[config.mk]
export PLATFORM = sky130hd
export DESIGN_NAME = dlq_dispatch
export DESIGN_NICKNAME = d
export VERILOG_FILES = /design/src/rtl/dlq_pkg.sv /design/src/rtl/dlq_fetch.sv /design/src/rtl/dlq_sync_tab.sv /design/src/rtl/dlq_dispatch.sv
export SDC_FILE = /design/constraint.sdc
export NUM_CORES = 1
export LEC_CHECK = 0
export CAP_MARGIN = 20
export CORE_AREA = 2 2 302 155
export CTS_CLUSTER_SIZE = 10
export DETAILED_ROUTE_END_ITERATION = 16
export DIE_AREA = 0 0 304 157
export PLACE_DENSITY = 0.61
export SLEW_MARGIN = 20
export SYNTH_ARGS = -nofsm -noshare
export SYNTH_HDL_FRONTEND = slang
export SYNTH_SLANG_ARGS = --single-unit
[constraint.sdc]
create_clock -name clk -period 10.9 [get_ports clk]
set_input_delay 3.27 -clock clk [delete_from_list [all_inputs] [get_ports clk]]
set_output_delay 3.27 -clock clk [all_outputs]
set_load 0.005 [all_outputs]
[src/rtl/dlq_pkg.sv]
// Package: shared constants, state type and header field helpers for the
// descriptor list dispatcher. Assumes 32-bit memory words.
package dlq_pkg;
    localparam int WORD_W    = 32;
    localparam int HDR_WORDS = 4;
    localparam int DT_WORDS  = 8;

    localparam logic [4:0] PKT_DATA = 5'h0A;
    localparam logic [4:0] PKT_CFG  = 5'h0B;
    localparam logic [4:0] PKT_CTRL = 5'h0C;

    localparam logic [3:0] CTL_SYNC_CHAN = 4'd4;

    typedef enum logic [3:0] {
        S_IDLE,
        S_CHECK,
        S_HDR,
        S_DECODE,
        S_TAIL,
        S_DT_OUT,
        S_CFG_OUT,
        S_WAIT,
        S_DONE
    } dlq_state_e;

    function automatic logic [4:0] hdr_pkt(input logic [WORD_W-1:0] w);
        return w[31:27];
    endfunction

    function automatic logic [3:0] hdr_ctl(input logic [WORD_W-1:0] w);
        return w[3:0];
    endfunction

    function automatic logic [7:0] hdr_chan(input logic [WORD_W-1:0] w);
        return w[23:16];
    endfunction
endpackage

[src/rtl/dlq_fetch.sv]
// Fetch unit: on go, reads go_count consecutive words from go_addr, one per
// cycle, and writes them into a word buffer from slot go_first upward.
// Assumes read data returns one cycle after the request and that go is only
// raised while no fetch is running. done pulses in the cycle the last word
// is written; the buffer holds it from the next cycle on.
module dlq_fetch #(
    parameter int AW     = 16,
    parameter int NWORDS = 8
) (
    input  logic                            clk,
    input  logic                            rst_n,
    input  logic                            go,
    input  logic [AW-1:0]                   go_addr,
    input  logic [$clog2(NWORDS)-1:0]       go_first,
    input  logic [$clog2(NWORDS):0]         go_count,
    output logic                            mem_rd,
    output logic [AW-1:0]                   mem_addr,
    input  logic [dlq_pkg::WORD_W-1:0]      mem_rdata,
    output logic                            done,
    output logic [NWORDS*dlq_pkg::WORD_W-1:0] words
);
    import dlq_pkg::*;

    localparam int IW = $clog2(NWORDS);

    logic              act_q;
    logic [AW-1:0]     addr_q;
    logic [IW:0]       left_q;
    logic [IW-1:0]     slot_q;
    logic              cap_v_q;
    logic              cap_last_q;
    logic [IW-1:0]     cap_slot_q;
    logic [WORD_W-1:0] buf_q [NWORDS];

    // Issue side: walk addresses and count outstanding reads.
    always_ff @(posedge clk) begin
        if (!rst_n) begin
            act_q  <= 1'b0;
            addr_q <= '0;
            left_q <= '0;
            slot_q <= '0;
        end else if (go) begin
            act_q  <= 1'b1;
            addr_q <= go_addr;
            left_q <= go_count;
            slot_q <= go_first;
        end else if (act_q) begin
            addr_q <= addr_q + AW'(1);
            left_q <= left_q - 1'b1;
            slot_q <= slot_q + 1'b1;
            if (left_q == (IW+1)'(1)) act_q <= 1'b0;
        end
    end

    // Capture side: track which slot the returning word belongs to.
    always_ff @(posedge clk) begin
        if (!rst_n) begin
            cap_v_q    <= 1'b0;
            cap_last_q <= 1'b0;
            cap_slot_q <= '0;
        end else begin
            cap_v_q    <= act_q;
            cap_last_q <= act_q && (left_q == (IW+1)'(1));
            cap_slot_q <= slot_q;
        end
    end

    // Buffer write: store each returning word in its slot.
    always_ff @(posedge clk) begin
        if (!rst_n) begin
            for (int i = 0; i < NWORDS; i++) buf_q[i] <= '0;
        end else if (cap_v_q) begin
            buf_q[cap_slot_q] <= mem_rdata;
        end
    end

    generate
        for (genvar g = 0; g < NWORDS; g++) begin : g_flat
            assign words[g*WORD_W +: WORD_W] = buf_q[g];
        end
    endgenerate

    assign mem_rd   = act_q;
    assign mem_addr = addr_q;
    assign done     = cap_v_q && cap_last_q;

    // a new fetch is never started over a running one.
    p_go_idle_r11: assert property (@(posedge clk) disable iff (!rst_n)
        go |-> !act_q);
endmodule

[src/rtl/dlq_sync_tab.sv]
// Completion table: one sticky bit per channel, set by a completion pulse
// and cleared when a sync descriptor consumes it. A pulse in the same cycle
// as the consumption leaves the bit set, so it counts as a fresh completion.
module dlq_sync_tab #(
    parameter int NCH = 8
) (
    input  logic                                clk,
    input  logic                                rst_n,
    input  logic [NCH-1:0]                      chan_done,
    input  logic                                consume,
    input  logic [(NCH > 1 ? $clog2(NCH) : 1)-1:0] sel,
    output logic [NCH-1:0]                      pend
);
    generate
        for (genvar c = 0; c < NCH; c++) begin : g_chan
            logic hit;
            assign hit = consume && (int'(sel) == c);

            // Sticky bit update for channel c.
            always_ff @(posedge clk) begin
                if (!rst_n) pend[c] <= 1'b0;
                else        pend[c] <= (pend[c] && !hit) || chan_done[c];
            end

            // a completion pulse is always remembered.
            p_sticky_set_r6: assert property (@(posedge clk) disable iff (!rst_n)
                chan_done[c] |=> pend[c]);
        end
    endgenerate

    // only a recorded completion can be consumed.
    p_consume_set_r6: assert property (@(posedge clk) disable iff (!rst_n)
        consume |-> pend[sel]);
endmodule

[src/rtl/dlq_dispatch.sv]
// Descriptor list dispatcher. Walks a list of descriptors in word memory,
// reads four header words, classifies by the packet type in word 3, reads
// four more for data-transfer descriptors, and emits them on the matching
// port. Control descriptors of the channel-sync kind stall the list until
// the channel's sticky completion bit is set. Assumes a memory with a fixed
// one-cycle read latency and that output consumers accept every strobe.
module dlq_dispatch #(
    parameter int AW  = 16,
    parameter int LW  = 16,
    parameter int NCH = 8
) (
    input  logic                  clk,
    input  logic                  rst_n,
    input  logic                  start,
    input  logic [AW-1:0]         list_addr,
    input  logic [LW-1:0]         list_words,
    input  logic [NCH-1:0]        chan_done,
    output logic                  mem_rd,
    output logic [AW-1:0]         mem_addr,
    input  logic [31:0]           mem_rdata,
    output logic                  dt_valid,
    output logic [255:0]          dt_desc,
    output logic                  cfg_valid,
    output logic [127:0]          cfg_desc,
    output logic                  list_irq,
    output logic                  err
);
    import dlq_pkg::*;

    localparam int CW    = (NCH > 1) ? $clog2(NCH) : 1;
    localparam int IW    = $clog2(DT_WORDS);
    localparam int BUF_W = DT_WORDS * WORD_W;
    localparam int CFG_W = HDR_WORDS * WORD_W;
    localparam logic [LW-1:0] SZ_HDR = LW'(HDR_WORDS);
    localparam logic [LW-1:0] SZ_DT  = LW'(DT_WORDS);

    dlq_state_e        state_q;
    logic [AW-1:0]     cur_q;
    logic [LW-1:0]     remain_q;
    logic              err_q;
    logic [CW-1:0]     sync_ch_q;

    logic              f_go;
    logic [AW-1:0]     f_addr;
    logic [IW-1:0]     f_first;
    logic [IW:0]       f_count;
    logic              f_done;
    logic [BUF_W-1:0]  f_words;
    logic [NCH-1:0]    pend;
    logic              consume;

    logic [WORD_W-1:0] hdr;
    logic [4:0]        ptype;
    logic [3:0]        ctype;
    logic [7:0]        src;
    logic              src_ok;

    dlq_fetch #(.AW(AW), .NWORDS(DT_WORDS)) i_fetch (
        .clk      (clk),
        .rst_n    (rst_n),
        .go       (f_go),
        .go_addr  (f_addr),
        .go_first (f_first),
        .go_count (f_count),
        .mem_rd   (mem_rd),
        .mem_addr (mem_addr),
        .mem_rdata(mem_rdata),
        .done     (f_done),
        .words    (f_words)
    );

    dlq_sync_tab #(.NCH(NCH)) i_sync (
        .clk      (clk),
        .rst_n    (rst_n),
        .chan_done(chan_done),
        .consume  (consume),
        .sel      (sync_ch_q),
        .pend     (pend)
    );

    // Header field extraction from the buffered fourth word.
    always_comb begin
        hdr    = f_words[3*WORD_W +: WORD_W];
        ptype  = hdr_pkt(hdr);
        ctype  = hdr_ctl(hdr);
        src    = hdr_chan(hdr);
        src_ok = (int'(src) < NCH);
    end

    // Fetch requests and sync consumption for the current state.
    always_comb begin
        f_go    = 1'b0;
        f_addr  = cur_q;
        f_first = '0;
        f_count = (IW+1)'(HDR_WORDS);
        if (state_q == S_CHECK && remain_q >= SZ_HDR && remain_q != '0) begin
            f_go = 1'b1;
        end else if (state_q == S_DECODE && ptype == PKT_DATA && remain_q >= SZ_DT) begin
            f_go    = 1'b1;
            f_addr  = cur_q + AW'(HDR_WORDS);
            f_first = IW'(HDR_WORDS);
        end
        consume = (state_q == S_WAIT) && pend[sync_ch_q];
    end

    // Main sequencer: list walk, classification, stall and completion.
    always_ff @(posedge clk) begin
        if (!rst_n) begin
            state_q   <= S_IDLE;
            cur_q     <= '0;
            remain_q  <= '0;
            err_q     <= 1'b0;
            sync_ch_q <= '0;
        end else begin
            case (state_q)
                S_IDLE: if (start) begin
                    cur_q    <= list_addr;
                    remain_q <= list_words;
                    err_q    <= 1'b0;
                    state_q  <= S_CHECK;
                end
                S_CHECK: begin
                    if (remain_q == '0) begin
                        state_q <= S_DONE;
                    end else if (remain_q < SZ_HDR) begin
                        err_q   <= 1'b1;
                        state_q <= S_DONE;
                    end else begin
                        state_q <= S_HDR;
                    end
                end
                S_HDR: if (f_done) state_q <= S_DECODE;
                S_DECODE: begin
                    if (ptype == PKT_DATA) begin
                        if (remain_q >= SZ_DT) begin
                            state_q <= S_TAIL;
                        end else begin
                            err_q   <= 1'b1;
                            state_q <= S_DONE;
                        end
                    end else if (ptype == PKT_CFG) begin
                        state_q <= S_CFG_OUT;
                    end else if (ptype == PKT_CTRL && ctype == CTL_SYNC_CHAN && src_ok) begin
                        sync_ch_q <= src[CW-1:0];
                        state_q   <= S_WAIT;
                    end else begin
                        err_q    <= 1'b1;
                        cur_q    <= cur_q + AW'(HDR_WORDS);
                        remain_q <= remain_q - SZ_HDR;
                        state_q  <= S_CHECK;
                    end
                end
                S_TAIL: if (f_done) state_q <= S_DT_OUT;
                S_DT_OUT: begin
                    cur_q    <= cur_q + AW'(DT_WORDS);
                    remain_q <= remain_q - SZ_DT;
                    state_q  <= S_CHECK;
                end
                S_CFG_OUT: begin
                    cur_q    <= cur_q + AW'(HDR_WORDS);
                    remain_q <= remain_q - SZ_HDR;
                    state_q  <= S_CHECK;
                end
                S_WAIT: if (consume) begin
                    cur_q    <= cur_q + AW'(HDR_WORDS);
                    remain_q <= remain_q - SZ_HDR;
                    state_q  <= S_CHECK;
                end
                S_DONE:  state_q <= S_IDLE;
                default: state_q <= S_IDLE;
            endcase
        end
    end

    assign dt_valid  = (state_q == S_DT_OUT);
    assign cfg_valid = (state_q == S_CFG_OUT);
    assign list_irq  = (state_q == S_DONE);
    assign dt_desc   = f_words;
    assign cfg_desc  = f_words[CFG_W-1:0];
    assign err       = err_q;

    // strobes and interrupt are mutually exclusive.
    p_one_strobe_r3: assert property (@(posedge clk) disable iff (!rst_n)
        $onehot0({dt_valid, cfg_valid, list_irq}));

    // a sync without its completion keeps the list stalled.
    p_stall_r5: assert property (@(posedge clk) disable iff (!rst_n)
        (state_q == S_WAIT && !pend[sync_ch_q]) |=> (state_q == S_WAIT));

    // the interrupt is a single cycle and leads back to idle.
    p_irq_pulse_r8: assert property (@(posedge clk) disable iff (!rst_n)
        list_irq |=> (!list_irq && state_q == S_IDLE));

    // err only clears when a new list is accepted.
    p_err_hold_r10: assert property (@(posedge clk) disable iff (!rst_n)
        (err && !(state_q == S_IDLE && start)) |=> err);

    // no memory traffic while idle.
    p_no_read_idle_r11: assert property (@(posedge clk) disable iff (!rst_n)
        (state_q == S_IDLE) |-> !mem_rd);

    // fill completions only arrive while a fetch is awaited.
    p_fill_ctx_r11: assert property (@(posedge clk) disable iff (!rst_n)
        f_done |-> (state_q == S_HDR || state_q == S_TAIL));
endmodule

==> results.sh, run 1 <==
export IMPL_std_cell_rows=55
export IMPL_hp_class="register to register"
export IMPL_ys_warn_count=0
export IMPL_grt_busiest_layer="met2"
export IMPL_layout_nets=1768
export IMPL_crit_reg2reg_launch="remain_q[6]$_SDFFE_PN0P_"
export IMPL_core_area_um2=44800
export IMPL_ys_seq_area_share_pct=59.2
export IMPL_cts_setup_buffers=0
export IMPL_dp_hpwl_mm=36.4
export IMPL_ir_drop_v=0.0000925
export IMPL_vias=11246
export IMPL_skew_ps=26.2
export IMPL_drt_iter0_drc=1072
export IMPL_die_width_um=304
export IMPL_grt_pass1_vias=10808
export IMPL_h_tree_depth=2
export IMPL_setup_worst_path_start="state_q[0]$_SDFFE_PN0P_"
export IMPL_drive_above_1_share_pct=6.19
export IMPL_holdWs_ps=464
export IMPL_portBuffers=479
export IMPL_drtAntennaViolNets=0
export IMPL_drt_total_wl_mm=51.7
export IMPL_hold_viol=0
export IMPL_postCtsHoldBufs=0
export IMPL_cts_buffer_depth=3
export IMPL_cap_violations=0
export IMPL_setup_tns_ps=0
export IMPL_grt_max_degree=91
export IMPL_synthFlopType="edfxtp_1"
export IMPL_post_route_period_util_pct=52.2
export IMPL_syn_nets=1437
export IMPL_track_usage_pct=20.8
export IMPL_fin_crit_ps=5690
export IMPL_cts_buffers=39
export IMPL_synth_top_area_cell="edfxtp_1"
export IMPL_antenna_found_initial=1
export IMPL_tritoncts="yes"
export IMPL_crit_end="dt_valid"
export IMPL_grt_overflow=0
export IMPL_powerDensity_nw_per_um2=153
export IMPL_cp_start_kind="register"
export IMPL_rrSetupSlack_ps=7820
export IMPL_globalplace_congestion=0.839
export IMPL_fmax_mhz=176
export IMPL_arrival_ps=2420
export IMPL_synth_area_leaders="edfxtp_1, and2_1, dfxtp_1"
export IMPL_gr_usage_met1_pct=26.7
export IMPL_syn_cell_area_um2=15600
export IMPL_die_area_um2=47700
export IMPL_dr_pass1_iters=5
export IMPL_path_clk_slew_ps=60
export IMPL_synth_seq_cells=333
export IMPL_syn_area_per_cell_um2=11.5
export IMPL_synth_most_common_cell="and2_1"
export IMPL_grt_pass1_wl_mm=73.8
export IMPL_r2r_end="i_fetch.mem_addr[4]$_SDFFE_PN0P_"
export IMPL_worstPathRequired_ps=7630
export IMPL_critPathKind="register to output pin"
export IMPL_netlist_top_cells_count="and2_1, edfxtp_1, buf_4"
export IMPL_start_util_pct=34.8
export IMPL_finalSetupViolCount=0
export IMPL_grt_util_met3_pct=2.92
export IMPL_area_growth_pct=35.8
export IMPL_status="completed"
export IMPL_worstMarginPinSlew_ps=1070
export IMPL_clk_latency_ps=550
export IMPL_critPathCaptureType="output pin"
export IMPL_synthArstFlopShare_pct=0
export IMPL_avgRoutedWirePerCell_um=22.5
export IMPL_leakage_nw=7.77
export IMPL_cts_sinks=333
export IMPL_synth_top_area_share_pct=49.3
export IMPL_reg2reg_depth=6
export IMPL_synth_cell_types=72
export IMPL_die_h_um=157
export IMPL_post_cts_resized=0
export IMPL_maxSlewHeadroom_pct=28.8
export IMPL_worstPathMaxFanout=18
export IMPL_ctsRootBufferMaster="clkbuf_16"
export IMPL_met2_usage_pct=37.1
export IMPL_synth_enable_flop_cells=256
export IMPL_vias_per_cell=4.90
export IMPL_synthCells=1351
export IMPL_drv_slew=0
export IMPL_worst_slack_ps=5210
export IMPL_drc_errors=0
export IMPL_ios=480
export IMPL_pre_cts_ws_ps=5050
export IMPL_rsz0062_at_grt="no"
cell families after synthesis:
family | share of synthesized area [%]
multiplexers | 0.899
XOR/XNOR | 0.843
adder cells (fa/ha/maj) | 0.883
buffers and inverters | 8.82
flip-flops | 59.2
AO/OA/AOI/OAI | 9.37
AND/OR/NAND/NOR | 20.0
cells in the final DEF, fill, tap and decap left out, types with 11 or more instances in the layout:
cell             count
and2_1             262
nor2_1              55
nand2_1             70
o21ai_0             32
clkdlybuf4s50_1    478
nand3_1             37
buf_4               22
dfxtp_1             77
o211a_1             11
and3_1              15
inv_1               19
nor3_1              16
clkbuf_16           39
edfxtp_1           256
mux2i_1             14
a21oi_1             45
ha_1                11
area by class of cell:
type | instances | area (µm²)
timing repair buffer | 500 | 4950
multi-input combinational | 789 | 5080
clock inverter | 4 | 53.8
antenna | 2 | 5.00
clock buffer | 50 | 1030
tap | 598 | 748
fill | 4070 | 23600
sequential | 333 | 9230
inverter | 19 | 71.3
routing by layer:
layer  wire, µm  part of all wire (%)  vias up
met3       2030                   3.9       64
met2      26800                    52      294
met1      21800                    42     5541
li1           -                     -     5347
met5          0                     0        -
met4       1020                   2.0        0
stage by stage:
stage	util (%)	total power (W)	cell area, µm²	instances
2_1_floorplan	-	0.00183	15600	1351
3_3_place_gp	44.8	0.00207	20100	2239
3_5_place_dp	44.8	0.00207	20100	2239
4_1_cts	47.2	0.00326	21200	2293
5_1_grt	47.2	0.00337	21200	2293
6_report	47.2	0.00323	21200	2295
power breakdown:
group	leakage (nW)	internal, W	switching, W
Combinational	3.97	0.000245	0.000264
Clock	0.528	0.000662	0.000526
Sequential	3.28	0.00144	0.0000936
Total	7.77	0.00235	0.000883
registers in the layout, indices dropped and copies added (netlist names):
register            count
sync_ch_q               3
i_fetch.cap_last_q      1
i_fetch.mem_rd          1
state_q                 4
i_fetch.cap_v_q         1
err                     1
remain_q               16
i_sync.pend             8
i_fetch.slot_q          3
i_fetch.left_q          4
i_fetch.cap_slot_q      3
i_fetch.mem_addr       16
i_fetch.buf_q         256
cur_q                  16
worst max-delay path, stage by stage, from the launching register on:
cell             delay [ps]
dfxtp_1                 660
nand4bb_1               200
inv_1                   400
clkdlybuf4s50_1         610
worst min-delay path by stage:
stage	cells past startpoint	endpoint	start
after detailed placement	2	cur_q[0]$_SDFFE_PN0P_	cur_q[0]$_SDFFE_PN0P_
after CTS	2	cur_q[0]$_SDFFE_PN0P_	cur_q[0]$_SDFFE_PN0P_
after global placement	2	cur_q[1]$_SDFFE_PN0P_	cur_q[1]$_SDFFE_PN0P_
after global routing	2	cur_q[0]$_SDFFE_PN0P_	cur_q[0]$_SDFFE_PN0P_
after floorplan	2	cur_q[0]$_SDFFE_PN0P_	cur_q[0]$_SDFFE_PN0P_
final	2	cur_q[1]$_SDFFE_PN0P_	cur_q[1]$_SDFFE_PN0P_
(Power assumes the default switching activity.)
==> inputs of run 2 (changes only) <==
==> constraint.sdc (replaced) <==
create_clock -name clk -period 5.6 [get_ports clk]
set_input_delay 1.68 -clock clk [delete_from_list [all_inputs] [get_ports clk]]
set_output_delay 1.68 -clock clk [all_outputs]
set_load 0.005 [all_outputs]
==> results.sh, run 2 (same netlist as run 1, synthesis figures left out) <==
export IMPL_status="completed"
export IMPL_cp_start_kind="register"
export IMPL_dp_hpwl_mm=36.5
export IMPL_cts_buffers=39
export IMPL_drc_errors=0
export IMPL_tritoncts="yes"
export IMPL_std_cell_rows=55
export IMPL_die_area_um2=47700
export IMPL_ios=480
export IMPL_avgRoutedWirePerCell_um=22.4
export IMPL_globalplace_congestion=0.835
export IMPL_powerDensity_nw_per_um2=296
export IMPL_critPathCaptureType="output pin"
export IMPL_cts_sinks=333
export IMPL_track_usage_pct=20.7
export IMPL_worstMarginPinSlew_ps=1080
export IMPL_post_route_period_util_pct=75.8
export IMPL_skew_ps=19.8
export IMPL_drtAntennaViolNets=0
export IMPL_die_h_um=157
export IMPL_fmax_mhz=236
export IMPL_hp_class="register to register"
export IMPL_cap_violations=0
export IMPL_cts_buffer_depth=3
export IMPL_clock_power_share_pct=36.5
export IMPL_worstPathRequired_ps=3920
export IMPL_crit_chain="nand4bb_1, buf_4, inv_1, clkdlybuf4s50_1"
export IMPL_arrival_ps=2560
export IMPL_p_comb_share_pct=15.9
export IMPL_ir_drop_v=0.000203
export IMPL_vias_per_cell=4.88
export IMPL_maxSlewHeadroom_pct=28.1
export IMPL_vias=11211
export IMPL_grt_overflow=0
export IMPL_hold_viol=0
export IMPL_clk_latency_ps=560
export IMPL_layout_nets=1769
export IMPL_grt_pass1_vias=10892
export IMPL_critPathBufInv=3
export IMPL_finalSetupViolCount=0
export IMPL_start_util_pct=34.8
export IMPL_seqPwrFrac_pct=47.5
export IMPL_ctsRootBufferMaster="clkbuf_16"
export IMPL_fin_crit_ps=4240
export IMPL_drt_iter0_drc=802
export IMPL_path_clk_slew_ps=60
export IMPL_grt_pass1_wl_mm=73.7
export IMPL_swShare_pct=27.2
export IMPL_largest_register="i_fetch.buf_q"
export IMPL_portBuffers=479
export IMPL_post_cts_resized=0
export IMPL_h_tree_depth=2
export IMPL_drt_total_wl_mm=51.4
export IMPL_layout_commonest_cell="clkdlybuf4s50_1"
export IMPL_area_growth_pct=36.5
export IMPL_cpPeakStageDelay_ps=660
export IMPL_leakage_nw=7.80
export IMPL_intPower_w=0.00458
export IMPL_postCtsHoldBufs=0
export IMPL_critPathKind="register to output pin"
export IMPL_dp_cells=2238
export IMPL_drive_above_1_share_pct=6.12
export IMPL_rsz0062_at_grt="no"
export IMPL_final_cell_mix="clkdlybuf4s50_1, and2_1, edfxtp_1"
export IMPL_worstPathMaxFanout=18
export IMPL_largest_register_ffs=256
export IMPL_die_width_um=304
export IMPL_core_area_um2=44800
export IMPL_switching_power_w=0.00171
export IMPL_dr_pass1_iters=5
export IMPL_cts_setup_buffers=0
export IMPL_setup_tns_ps=0
export IMPL_grt_max_degree=97
export IMPL_crit_slowest_cell="dfxtp_1"
export IMPL_critPathTopFamily="buffers and inverters"
export IMPL_drv_slew=0
export IMPL_instances_no_fill=2297
export IMPL_antenna_found_initial=0
==> run 2: cell count changes in the layout (fill, tap and decap cells not counted), sizes merged <==
cell    delta
clkbuf     +2
clkinv     +2
inv        -2
buf        +1
diode      -1
==> run 2: metrics by stage <==
step	setup WS [ps]	hold slack [ps]	utilization [%]	power, W	area (µm²)
3_5_place_dp	1480	456	44.9	0.00404	20100
6_report	1360	467	47.5	0.00630	21300
5_1_grt	1240	494	47.5	0.00658	21300
2_1_floorplan	958	438	-	0.00357	15600
4_1_cts	1370	472	47.4	0.00635	21200
3_3_place_gp	1510	450	44.8	0.00403	20100
==> run 2: worst register-to-register path, cell delays in order (launching register included) <==
cell      delay [ps]
dfxtp_1          360
or4_1            730
nor4_4           460
a21oi_2          150
buf_4            250
or2_1            430
o311ai_0         420
o211a_1          200
==> run 2: layout make-up <==
class	count	area, µm²
antenna	1	2.50
fill	4043	23500
tap	598	748
sequential	333	9230
clock inverter	4	83.8
multi-input combinational	789	5090
inverter	19	71.3
clock buffer	52	1020
timing repair buffer	501	5020
==> run 2: final timing paths <==
check | slack [ps] | to | start | cells after the start
setup / recovery | 1360 | dt_valid | state_q[0]$_SDFFE_PN0P_ | 4
hold / removal | 470 | cur_q[1]$_SDFFE_PN0P_ | cur_q[1]$_SDFFE_PN0P_ | 2
setup reg to reg | 2550 | i_fetch.mem_addr[4]$_SDFFE_PN0P_ | remain_q[6]$_SDFFE_PN0P_ | 7
hold reg to reg | 470 | cur_q[1]$_SDFFE_PN0P_ | cur_q[1]$_SDFFE_PN0P_ | 2
==> run 2: power groups by stage <==
stage	registers [W]	logic [W]	clock network [W]
2_1_floorplan	0.00296	0.000607	0
3_3_place_gp	0.00304	0.000988	0
3_5_place_dp	0.00304	0.00100	0
4_1_cts	0.00299	0.00101	0.00235
5_1_grt	0.00301	0.00110	0.00247
6_report	0.00299	0.00100	0.00230
==> run 2: layer usage <==
metal,track usage (%),routed length [µm],vias to the layer above,share of wire [%]
met1,26.8,21900,5552,43
met2,36.6,26500,253,52
met4,4.95,988,0,1.9
li1,-,-,5344,-
met5,0,0,-,0
met3,3.20,2010,62,3.9
==> inputs of run 3 (changes only) <==
--- a/config.mk
+++ b/config.mk
@@ -10,7 +10,7 @@
 export CTS_CLUSTER_SIZE = 10
 export DETAILED_ROUTE_END_ITERATION = 16
 export DIE_AREA = 0 0 304 157
-export PLACE_DENSITY = 0.61
+export PLACE_DENSITY = 0.64
 export SLEW_MARGIN = 20
 export SYNTH_ARGS = -nofsm -noshare
 export SYNTH_HDL_FRONTEND = slang
==> constraint.sdc (replaced) <==
create_clock -name clk -period 3.88 [get_ports clk]
set_input_delay 1.164 -clock clk [delete_from_list [all_inputs] [get_ports clk]]
set_output_delay 1.164 -clock clk [all_outputs]
set_load 0.005 [all_outputs]
==> results.sh, run 3 (same netlist as run 1, synthesis figures left out) <==
export IMPL_die_area_um2=47700
export IMPL_path_clk_slew_ps=60
export IMPL_postCtsHoldBufs=0
export IMPL_status="completed"
export IMPL_post_route_period_util_pct=90.8
export IMPL_grt_pass1_vias=11030
export IMPL_cp_start_kind="register"
export IMPL_largest_register_ffs=256
export IMPL_area_growth_pct=36.6
export IMPL_gr_usage_met1_pct=26.5
export IMPL_worstMarginPinSlew_ps=1080
export IMPL_fmax_mhz=284
export IMPL_layout_nets=1777
export IMPL_drt_iter0_drc=919
export IMPL_crit_reg2reg_launch="state_q[0]$_SDFFE_PN0P_"
export IMPL_grt_max_degree=94
export IMPL_vias=11414
export IMPL_leakage_nw=7.82
export IMPL_reg2reg_depth=6
export IMPL_crit_chain="nand4bb_1, inv_1, clkdlybuf4s50_1"
export IMPL_rsz0062_at_grt="no"
export IMPL_cts_setup_buffers=0
export IMPL_grt_pass1_wl_mm=73.3
export IMPL_cap_violations=0
export IMPL_maxSlewHeadroom_pct=27.9
export IMPL_layout_commonest_cell="clkdlybuf4s50_1"
export IMPL_drive_above_1_share_pct=6.62
export IMPL_finalSetupViolCount=0
export IMPL_hold_viol=0
export IMPL_worstPathRequired_ps=2720
export IMPL_critPathKind="register to output pin"
export IMPL_drc_errors=0
export IMPL_r2r_end="i_fetch.mem_addr[4]$_SDFFE_PN0P_"
export IMPL_dr_pass1_iters=5
export IMPL_hp_class="register to register"
export IMPL_holdPathStages=2
export IMPL_ir_drop_v=0.000286
export IMPL_fillers=4096
export IMPL_cts_buffer_depth=3
export IMPL_worstPathMaxFanout=18
export IMPL_rrSetupSlack_ps=740
export IMPL_powerDensity_nw_per_um2=426
export IMPL_globalplace_congestion=0.876
export IMPL_final_cell_mix="clkdlybuf4s50_1, and2_1, edfxtp_1"
export IMPL_fin_crit_ps=3520
export IMPL_dp_hpwl_mm=36.2
export IMPL_cts_buffers=39
export IMPL_portBuffers=479
export IMPL_p_total_w=0.00907
export IMPL_hold_start="cur_q[1]$_SDFFE_PN0P_"
export IMPL_h_tree_depth=2
export IMPL_clk_latency_ps=540
export IMPL_vias_per_cell=4.95
export IMPL_skew_ps=13.0
export IMPL_min_to="cur_q[1]$_SDFFE_PN0P_"
export IMPL_core_area_um2=44800
export IMPL_met2_usage_pct=35.9
export IMPL_avgRoutedWirePerCell_um=22.3
export IMPL_start_util_pct=34.8
export IMPL_cpPeakStageDelay_ps=640
export IMPL_post_cts_resized=0
export IMPL_setup_tns_ps=0
export IMPL_crit_slowest_cell="dfxtp_1"
export IMPL_std_cell_rows=55
export IMPL_grt_util_met3_pct=3.49
export IMPL_drt_total_wl_mm=51.4
export IMPL_antenna_found_initial=2
export IMPL_die_width_um=304
export IMPL_die_h_um=157
export IMPL_critPathCaptureType="output pin"
export IMPL_largest_register="i_fetch.buf_q"
export IMPL_drv_slew=0
export IMPL_ctsRootBufferMaster="clkbuf_16"
export IMPL_tritoncts="yes"
export IMPL_arrival_ps=2360
export IMPL_ios=480
export IMPL_cts_sinks=333
export IMPL_track_usage_pct=20.5
export IMPL_drtAntennaViolNets=0
export IMPL_fin_util_pct=47.5
export IMPL_grt_overflow=0
export IMPL_grt_busiest_layer="met2"
## run 3: cell types whose count changed in the layout (fill, tap and decap cells not counted), sizes merged
cell      delta
buf          +8
diode        +2
clkinv       -1
clkinvlp     +1
## run 3: layout make-up
| cell class | count | area (µm²) | area share [%] |
|---|---|---|---|
| flip-flops and latches | 333 | 9230 | 43.3 |
| repair buffers | 509 | 5070 | 23.8 |
| diodes | 3 | 7.51 | 0.0353 |
| clock buffers | 52 | 1020 | 4.81 |
| well taps | 598 | 748 | 3.51 |
| multi-input cells | 789 | 5080 | 23.9 |
| inverters | 19 | 71.3 | 0.335 |
| clock inverters | 4 | 60.1 | 0.282 |
## run 3: worst max-delay path by stage
stage / slack [ps] / end / startpoint
after floorplan: -250 / i_fetch.buf_q[6][0]$_SDFFCE_PN0P_ / rst_n
after global placement: 510 / cur_q[11]$_SDFFE_PN0P_ / start
after detailed placement: 450 / cur_q[11]$_SDFFE_PN0P_ / start
after CTS: 330 / list_irq / state_q[3]$_SDFFE_PN0P_
after global routing: 210 / dt_valid / state_q[0]$_SDFFE_PN0P_
final: 360 / dt_valid / state_q[0]$_SDFFE_PN0P_
## run 3: power by group
group,leakage [nW],internal (W),switching (W),total (W)
Clock,0.520,0.00185,0.00145,0.00329
Sequential,3.28,0.00406,0.000257,0.00431
Combinational,4.03,0.000712,0.000747,0.00146
Total,7.82,0.00662,0.00245,0.00907
## run 3: metal layers
| layer | part of all wire (%) | up-vias |
|---|---|---|
| met5 | 0 | - |
| met4 | 1.8 | 0 |
| li1 | - | 5369 |
| met1 | 42 | 5678 |
| met3 | 4.9 | 58 |
| met2 | 51 | 309 |
## run 3: per-stage QoR
step	hold WS (ps)	cells	setup slack, ps	cell area [µm²]
2_1_floorplan	438	1351	-246	15600
3_3_place_gp	448	2248	510	20200
3_5_place_dp	460	2248	447	20200
4_1_cts	468	2304	334	21300
5_1_grt	494	2306	211	21300
6_report	465	2307	356	21300
## run 3: critical path: cells and delay by family, from the launching register on
family                 cells  cell delay (ps)
and+or+nand+nor            1              190
DFF                        1              640
buffers and inverters      2             1000
